[config.mk]
export PLATFORM = sky130hd
export DESIGN_NAME = isa_slave_regs
export DESIGN_NICKNAME = d
export VERILOG_FILES = /design/src/rtl/isa_slave_pkg.sv /design/src/rtl/isa_sync.sv /design/src/rtl/isa_rst_qual.sv /design/src/rtl/isa_regbank.sv /design/src/rtl/isa_slave_regs.sv
export SDC_FILE = /design/constraint.sdc
export NUM_CORES = 1
export LEC_CHECK = 0
export BUFFER_PORTS_ARGS = -buffer_cell sky130_fd_sc_hd__buf_2
export CORE_MARGIN = 2
export CORE_UTILIZATION = 53
export DETAILED_ROUTE_END_ITERATION = 7
export PLACE_DENSITY = 0.75
export SLEW_MARGIN = 0
export SYNTH_ARGS = -nofsm -noshare
export SYNTH_HDL_FRONTEND = slang
export SYNTH_SLANG_ARGS = --single-unit
[constraint.sdc]
create_clock -name clk -period 2.3 [get_ports clk]
set_clock_uncertainty 0.05 [all_clocks]
set_input_delay 0.46 -clock clk [delete_from_list [all_inputs] [get_ports clk]]
set_output_delay 0.46 -clock clk [all_outputs]
set_load 0.02 [all_outputs]
[src/rtl/isa_slave_pkg.sv]
package isa_slave_pkg;
   localparam int WORD_W = 16;
   typedef logic [WORD_W-1:0] word_t;

   function automatic bit is_pow2(input int v);
      return (v > 0) && ((v & (v - 1)) == 0);
   endfunction

   function automatic int cycles_for_ns(input longint clk_hz, input longint ns);
      return int'((clk_hz * ns + 64'd999_999_999) / 64'd1_000_000_000);
   endfunction
endpackage

[src/rtl/isa_sync.sv]
module isa_sync #(
   parameter int W      = 1,
   parameter int STAGES = 2
) (
   input  logic         clk,
   input  logic [W-1:0] d,
   output logic [W-1:0] q
);
   logic [W-1:0] chain [STAGES];

   always_ff @(posedge clk) chain[0] <= d;

   generate
      for (genvar s = 1; s < STAGES; s++) begin : g_stage
         always_ff @(posedge clk) chain[s] <= chain[s-1];
      end
   endgenerate

   assign q = chain[STAGES-1];
endmodule

[src/rtl/isa_rst_qual.sv]
module isa_rst_qual #(
   parameter int MIN_CYC = 40
) (
   input  logic clk,
   input  logic pin_s,
   output logic rst_q
);
   generate
      if (MIN_CYC <= 1) begin : g_direct
         always_ff @(posedge clk) rst_q <= pin_s;
      end else begin : g_count
         localparam int CW = $clog2(MIN_CYC + 1);
         localparam logic [CW-1:0] TOP = CW'(MIN_CYC);
         logic [CW-1:0] cnt;
         always_ff @(posedge clk) begin
            if (!pin_s)          cnt <= '0;
            else if (cnt != TOP) cnt <= cnt + 1'b1;
         end
         assign rst_q = (cnt == TOP);
      end
   endgenerate
endmodule

[src/rtl/isa_regbank.sv]
module isa_regbank
   import isa_slave_pkg::*;
#(
   parameter int NREG = 8,
   parameter int SELW = 3
) (
   input  logic                   clk,
   input  logic                   rst,
   input  logic                   we,
   input  logic [SELW-1:0]        wsel,
   input  word_t                  wdata,
   output logic [NREG-1:0][WORD_W-1:0] q
);
   generate
      for (genvar k = 0; k < NREG; k++) begin : g_reg
         always_ff @(posedge clk) begin
            if (rst)                            q[k] <= '0;
            else if (we && wsel == SELW'(k))    q[k] <= wdata;
         end
      end
   endgenerate
endmodule

[src/rtl/isa_slave_regs.sv]
module isa_slave_regs
   import isa_slave_pkg::*;
#(
   parameter logic [15:0] IO_BASE     = 16'h0300,
   parameter int          IO_WIN      = 16,
   parameter logic [19:0] MEM_BASE    = 20'hD0000,
   parameter int          MEM_WIN     = 4096,
   parameter int          CTRL_IDX    = 7,
   parameter int          MEM_EN_BIT  = 10,
   parameter longint      CLK_HZ      = 100_000_000,
   parameter int          RST_MIN_NS  = 400,
   parameter int          SYNC_STAGES = 2
) (
   input  logic        clk,
   input  logic        rst_pin,
   input  logic [19:0] sa,
   input  logic [15:0] sd_in,
   output logic [15:0] sd_out,
   output logic        sd_oe,
   input  logic        aen,
   input  logic        refresh_n,
   input  logic        ior_n,
   input  logic        iow_n,
   input  logic        memr_n,
   input  logic        memw_n,
   output logic        memcs16_oe
);
   localparam int IO_LSB  = $clog2(IO_WIN);
   localparam int MEM_LSB = $clog2(MEM_WIN);
   localparam int NREG    = IO_WIN / 2;
   localparam int SELW    = IO_LSB - 1;
   localparam int RST_CYC = cycles_for_ns(CLK_HZ, RST_MIN_NS);

   generate
      if (!is_pow2(IO_WIN) || IO_WIN < 4 || IO_WIN > 65536) begin : g_bad_io
         $error("IO_WIN must be a power of two from 4 to 65536");
      end
      if (!is_pow2(MEM_WIN) || MEM_WIN < IO_WIN || MEM_WIN > 1048576) begin : g_bad_mem
         $error("MEM_WIN must be a power of two, at least IO_WIN");
      end
      if (CTRL_IDX >= NREG || MEM_EN_BIT >= WORD_W) begin : g_bad_ctrl
         $error("control bit location outside the register bank");
      end
      if (SYNC_STAGES < 2) begin : g_bad_sync
         $error("SYNC_STAGES must be at least 2");
      end
   endgenerate

   // synchronised strobes
   logic pin_s;
   logic aen_s, refresh_n_s, ior_n_s, iow_n_s, memr_n_s, memw_n_s;

   isa_sync #(.W(1), .STAGES(SYNC_STAGES)) u_pin_sync (
      .clk(clk), .d(rst_pin), .q(pin_s));

   isa_sync #(.W(6), .STAGES(SYNC_STAGES)) u_bus_sync (
      .clk(clk),
      .d({aen, refresh_n, ior_n, iow_n, memr_n, memw_n}),
      .q({aen_s, refresh_n_s, ior_n_s, iow_n_s, memr_n_s, memw_n_s}));

   logic rst_q;
   isa_rst_qual #(.MIN_CYC(RST_CYC)) u_rst (
      .clk(clk), .pin_s(pin_s), .rst_q(rst_q));

   // address decode
   logic io_hit, mem_hit, mem_en;
   logic [SELW-1:0] sel;
   logic unused_bits;

   assign io_hit  = (sa[15:IO_LSB] == IO_BASE[15:IO_LSB]);
   assign mem_hit = (sa[19:MEM_LSB] == MEM_BASE[19:MEM_LSB]);
   assign sel     = sa[IO_LSB-1:1];
   assign unused_bits = sa[0];

   // strobe edge detection
   logic iow_prev, memw_prev;
   always_ff @(posedge clk) begin
      if (rst_q) begin
         iow_prev  <= 1'b1;
         memw_prev <= 1'b1;
      end else begin
         iow_prev  <= iow_n_s;
         memw_prev <= memw_n_s;
      end
   end

   logic io_ok, mem_ok, io_commit, mem_commit, we;
   assign io_ok      = refresh_n_s && !aen_s && io_hit && !rst_q;
   assign mem_ok     = refresh_n_s && mem_hit && mem_en && !rst_q;
   assign io_commit  = io_ok  && !iow_n_s  && iow_prev;
   assign mem_commit = mem_ok && !memw_n_s && memw_prev;
   assign we         = io_commit || mem_commit;

   logic [NREG-1:0][WORD_W-1:0] regs_q;
   isa_regbank #(.NREG(NREG), .SELW(SELW)) u_bank (
      .clk(clk), .rst(rst_q), .we(we), .wsel(sel), .wdata(sd_in), .q(regs_q));

   assign mem_en = regs_q[CTRL_IDX][MEM_EN_BIT];

   // read path
   logic rd_act;
   assign rd_act     = (io_ok && !ior_n_s) || (mem_ok && !memr_n_s);
   assign sd_oe      = rd_act;
   assign sd_out     = rd_act ? regs_q[sel] : '0;
   assign memcs16_oe = mem_hit && mem_en && !rst_q;
endmodule

## Word level (Yosys, flattened, before mapping)

Memories as Yosys holds them, arrays and structs flattened.
Index checks and enable logic that the tools add are counted.

| operators by class | value |
|---|---|
| multiplexer cells | 3 |
| $add $sub $neg | 1 |
| eq/ne operators | 11 |
| order comparisons | 1 |
| reduce and logical (&&, ||, !) cells | 31 |

Operator list:

| kind | count |
|---|---|
| 16-bit binary-select mux with 3-bit select | 1 |
| 16-bit two-way mux | 2 |
| 1-bit logical AND | 22 |
| 12-bit by 6-bit equality test with 1-bit output, second input constant | 1 |
| 3-bit equality test, second input constant | 4 |
| 8-bit equality test, second input constant | 1 |
| 6-bit by 1-bit adder with 6-bit output, second input constant | 1 |
| 3-bit by 2-bit equality test with 1-bit output, second input constant | 2 |
| 6-bit equality test, second input constant | 1 |
| 1-bit zero test | 6 |
| 6-bit inequality test, second input constant | 1 |
| 3-bit by 4-bit less-than comparator with 1-bit output, second input constant | 1 |
| 3-bit by 1-bit equality test with 1-bit output, second input constant | 1 |
| 3-bit zero test | 1 |
| 1-bit logical OR | 2 |

| storage, ports and cells | value |
|---|---|
| input port bits | 44 |
| register bits | 136 |
| RAM bits | 14 |
| memories | 2 |
| logic and storage cells | 60 |
| output and inout bits | 18 |

Memory list:

| name | depth | bits a word | read ports | clocked after memory_dff | write ports | line | RTL |
|---|---|---|---|---|---|---|---|
| u_bus_sync.chain | 2 | 6 | 2 | 0 | 2 | isa_sync.sv:9 | `logic [W-1:0] chain [STAGES];` |
| u_pin_sync.chain | 2 | 1 | 2 | 0 | 2 | isa_sync.sv:9 |  |

## Longest topological paths before layout

| logic depth | value |
|---|---|
| depth in word-level cells | 8 |
| gate-level depth with buffers | 9 |
| mapped depth without buffers | 7 |

## Modules after synthesis

From an unflattened synthesis, not the netlist that was laid out.

| unflattened totals | value |
|---|---|
| cells, all modules | 607 |
| area total of the unflattened synthesis | 7029.2 um2 |

By module, submodules not included:

| module | area an instance (um2) | instances | sequential area each (um2) | cells an instance |
|---|---|---|---|---|
| isa_regbank | 5074.9 | 1 | 2562.5 | 459 |
| isa_slave_regs | 1315.0 | 1 | 40.0 | 95 |
| isa_rst_qual | 314.1 | 1 | 120.1 | 33 |
| isa_sync (u_bus_sync) | 285.3 | 1 | 240.2 | 18 |
| isa_sync (u_pin_sync) | 40.0 | 1 | 40.0 | 2 |

## Least setup slack after synthesis

No wires, ideal clock.

| timing path | value |
|---|---|
| path type | input -> output |
| from | in sa[5] |
| to | out sd_out[10] |
| path slack | -0.368 ns |
| stages | 7 |
| data required time | 1.790 ns |
| arrival | 2.158 ns |
| path buffers | 2 |
| cell sequence | or4b_1 nor4_2 nand3b_1 o31a_1 clkbuf_1 clkbuf_1 nor2_1 |

| between the ends | value |
|---|---|
| cells in the longest elaborated chain, start to end | 6 |

Ends and longest elaborated chain:

| item | line | RTL |
|---|---|---|
| start, declared | isa_slave_regs.sv:16 | `input logic [19:0] sa,` |
| 12-bit by 6-bit equality test with 1-bit output | isa_slave_regs.sv:70 | `assign io_hit = (sa[15:IO_LSB] == IO_BASE[15:IO_LSB]);` |
| 1-bit logical AND (2 in a row) | isa_slave_regs.sv:88 | `assign io_ok = refresh_n_s && !aen_s && io_hit && !rst_q;` |
| 1-bit logical AND | isa_slave_regs.sv:102 | `assign rd_act = (io_ok && !ior_n_s) \|\| (mem_ok && !memr_n_s);` |
| 1-bit logical OR | isa_slave_regs.sv:102 |  |
| 16-bit two-way mux | isa_slave_regs.sv:104 | `assign sd_out = rd_act ? regs_q[sel] : '0;` |
| end, declared | isa_slave_regs.sv:18 | `output logic [15:0] sd_out,` |

No other way between the ends.

## Final worst setup path

| timing path | value |
|---|---|
| from | in sa[4] |
| to | out sd_out[1] |

Same word-level chain as after synthesis.

==> implementation parameters <==
Parameter                              Value

Status
  Run status    complete, but fails checks
  Failing checks    negative setup slack

Worst hold path
  Worst min-delay path endpoint    u_bus_sync.chain[0][5]
  Min-Delay Startpoint    aen
  Class of the tightest hold or removal check    primary input to register
  Hold depth    1

Logic synthesis
  Fraction of synthesized area in multiplexers    13.81%
  Proportion of netlist area held by the largest area contributor    47.07%
  Syn_area_per_cell    10.34 sq um
  Number of synthesized register bits    150
  Fraction of the yosys area taken by sequential cells    47.07%
  Net count after synthesis    663
  Main combinational cell family by area after synthesis    compound AO/OA/AOI/OAI gates
  Post-synth cell types    34
  Number of synthesized flops with an enable pin    0
  Synth warnings    0
  XOR/XNOR share of the synthesized area    0.6864%
  Cell area after technology mapping    6380 sq um
  Largest cells by area after synthesis    sky130_fd_sc_hd__dfxtp_1, sky130_fd_sc_hd__o211ai_1, sky130_fd_sc_hd__mux4_2
  Mapped Cells    617
  Post-synth top flop    sky130_fd_sc_hd__dfxtp_1
  Synth Area in Simple Gates    6.531%
  Cell taking the most area after synthesis    sky130_fd_sc_hd__dfxtp_1
  Post-synthesis compound-gate area fraction    25.57%
  Adder and majority gate portion of the synthesized area    0.3922%
  Share of flip-flops with an asynchronous set or reset    0%

Power
  Clk pwr share    49.3%
  Static leakage power    3.578 nW
  Worst IR drop on VDD    0.6793 mV
  Sequential share of power    45.5%
  Net switching power of the design    1.338 mW
  Part of the total power dissipated in combinational logic    5.2%
  Internal power component    4.436 mW
  Power density cells    627.6 nW/um^2
  Switching fraction of total power    23.17%

Setup path
  Number of stages on the worst setup path    8
  CP max FO    5
  Largest delay share family, worst path    simple AND/OR/NAND/NOR gates
  Count of buffering cells on the critical path with inverters included    3
  Critical-path top delay cell    sky130_fd_sc_hd__or4b_1
  Worst Path Required    1.79 ns
  R2R depth    13
  Delay of the slowest cell on the worst path    0.57 ns
  Crit path launch type    primary input
  Reg-to-Reg End    u_bank.q[91]
  Cell-by-cell trace of the critical path    buf_2, or4b_1, nor4_4, nand3b_1, o31a_4, buf_12, nor2_4, buf_6
  Reg2Reg Setup Slack    -0.21 ns
  Kind of end point of the critical path    output pin
  Worst path arrival time    2.20 ns
  R2R Path Start    u_rst.g_count.cnt[1]
  Path type of the worst setup path    primary input to output pin

STA
  Final hold viol count    0
  Slew at the pin closest to its max-slew limit    0.5223 ns
  Unrepaired setup endpoints after global routing    true
  Hold WS    0.07683 ns
  Achievable Freq    0.3691 GHz
  Endpoints failing setup    146
  Worst Setup Slack, final    -0.4092 ns
  Max_slew headroom    65.18%
  Post-layout minimum cycle time    2.709 ns
  Post-route setup TNS    -25.13 ns
  Number of slew-limit violations in the final report    0
  Fraction of the cycle the final worst path needs    117.8%

Global routing
  Antenna violations before repair    0
  Total global routing track utilization    29.23%
  Pin count of the biggest net entering global routing    71
  Vias in the first global route    5694
  Gr ovfl total    0
  Wire length of the first global-routing pass    29.38 mm

Floorplanning
  Starting utilization of the core area    53.79%
  Area of the die    12930 sq um
  Placement row count    40
  Die height    113.7 microns
  Die Wd    113.7 microns
  Top Ports    62
  Core footprint    11860 sq um

Place
  Number of port buffers    60
  Detailed Place HPWL    11.56 mm
  Worst-case setup slack after placement    -0.4685 ns
  Gpl congestion    0.8234

Clocking
  Worst-Skew Late Latency    0.43 ns
  Worst-case clock buffer depth    2
  CTS Hold Buffers Added    0
  Clock sinks    150
  Clk root buf    sky130_fd_sc_hd__clkbuf_16
  Clock slew at reported path FFs    0.06 ns
  Number of H-tree branching levels    4
  TritonCTS clock tree    built
  Number of buffers added by the clock tree synthesis step    17

Detailed routing
  Routed wire length    24.41 mm
  Router iterations before antenna repair    6
  Routed vias/inst    7.044
  DRC violations left    0
  Iteration-0 DRC count of the detailed router    912
  Routed Antenna Nets    0
  Wirelength per Cell    26.68 microns
  Number of vias in the routed layout    6445

Finish
  Area added between synthesis and finish    44.20%
  Register area    3005 sq um
  Highest-count cells in the layout ignoring fill and taps    sky130_fd_sc_hd__dfxtp_1, sky130_fd_sc_hd__o211ai_1, sky130_fd_sc_hd__o21ai_1, sky130_fd_sc_hd__buf_4, sky130_fd_sc_hd__o21ai_2
  Fraction of layout cells with a size suffix above 1    44.01%
  Core utilization of the finished layout    77.56%
  Leading cell type in the layout, fill and taps excluded    sky130_fd_sc_hd__dfxtp_1
  Number of nets in the final layout    801
  Final antenna diode count    0
  Filler cells    641
  Area used by multi-input combinational logic    3385 sq um

Job
  Number of max-cap violations    0
==> metal layers <==
metal	vias to the layer above	wire [microns]	global-route usage, %
met2	556	11630	47.07
met3	117	2509	7.279
met5	-	0	0
met1	3132	9044	38.57
li1	2640	-	-
met4	0	1227	10.57
==> logic make-up (layout without fill, tap and decap cells) <==
logic type / after synthesis / after routing
AOI/OAI and AO/OA: 260 / 260
muxes: 48 / 48
and+or+nand+nor: 78 / 78
xor gates and xnor gates: 5 / 5
adders and majority gates: 2 / 2
buffers and inverters: 74 / 225
DFF: 150 / 150
==> cell type report <==
| class | instances | share of cell area [%] |
|---|---|---|
| repair buffers | 188 | 21.90 |
| inverters | 5 | 0.2312 |
| well taps | 147 | 1.999 |
| flip-flops and latches | 150 | 32.67 |
| clock inverters | 13 | 1.714 |
| clock buffers | 19 | 4.706 |
| multi-input cells | 393 | 36.79 |
==> how the worst max path moves through the flow <==
| stage | start | endpoint | slack (ns) |
|---|---|---|---|
| after floorplan | sa[4] | sd_out[10] | -0.16 |
| after global placement | sa[4] | sd_out[3] | -0.39 |
| after detailed placement | sa[4] | sd_out[0] | -0.47 |
| after CTS | u_rst.g_count.cnt[1] | sd_out[0] | -0.39 |
| after global routing | sa[4] | sd_out[1] | -0.45 |
| final | sa[4] | sd_out[1] | -0.41 |
==> power by group through the flow <==
stage               Clock (mW)  Sequential (mW)  Combinational (mW)
finish                    2.84             2.63               0.302
global route              2.95             2.63               0.316
detailed placement           0             2.68               0.268
floorplan                    0             2.68               0.127
global placement             0             2.68               0.261
CTS                       2.80             2.63               0.270
==> cells in the mapped netlist (all sizes together) (5+ instances only) <==
cell type  instances
dfxtp            150
o211ai           128
o21ai            128
buf               42
mux4              32
clkbuf            27
nand2             23
nor2              21
mux2i             16
or2                8
inv                5
==> metrics by stage <==
step                std cells  area, sq um  power [mW]
floorplan                 617         6485       2.809
global placement          840         7298       2.944
detailed placement        840         7298       2.952
CTS                       875         8119       5.699
global route              915         9200       5.895
finish                    915         9200       5.774
==> flip-flops by register name, summed over array words and instances, names as in the netlist <==
| register | cells |
|---|---|
| iow_prev | 1 |
| memw_prev | 1 |
| u_bank.q | 128 |
| u_bus_sync.chain | 12 |
| u_pin_sync.chain | 2 |
| u_rst.g_count.cnt | 6 |
==> repair_timing <==
action                     CTS  global route
buffers inserted             2            14
gates resized for setup     60           175
cloned                       1            26
pin swaps                   13            52
setup endpoints to repair   17           144
Note: power is estimated with default switching activity, not from simulation.
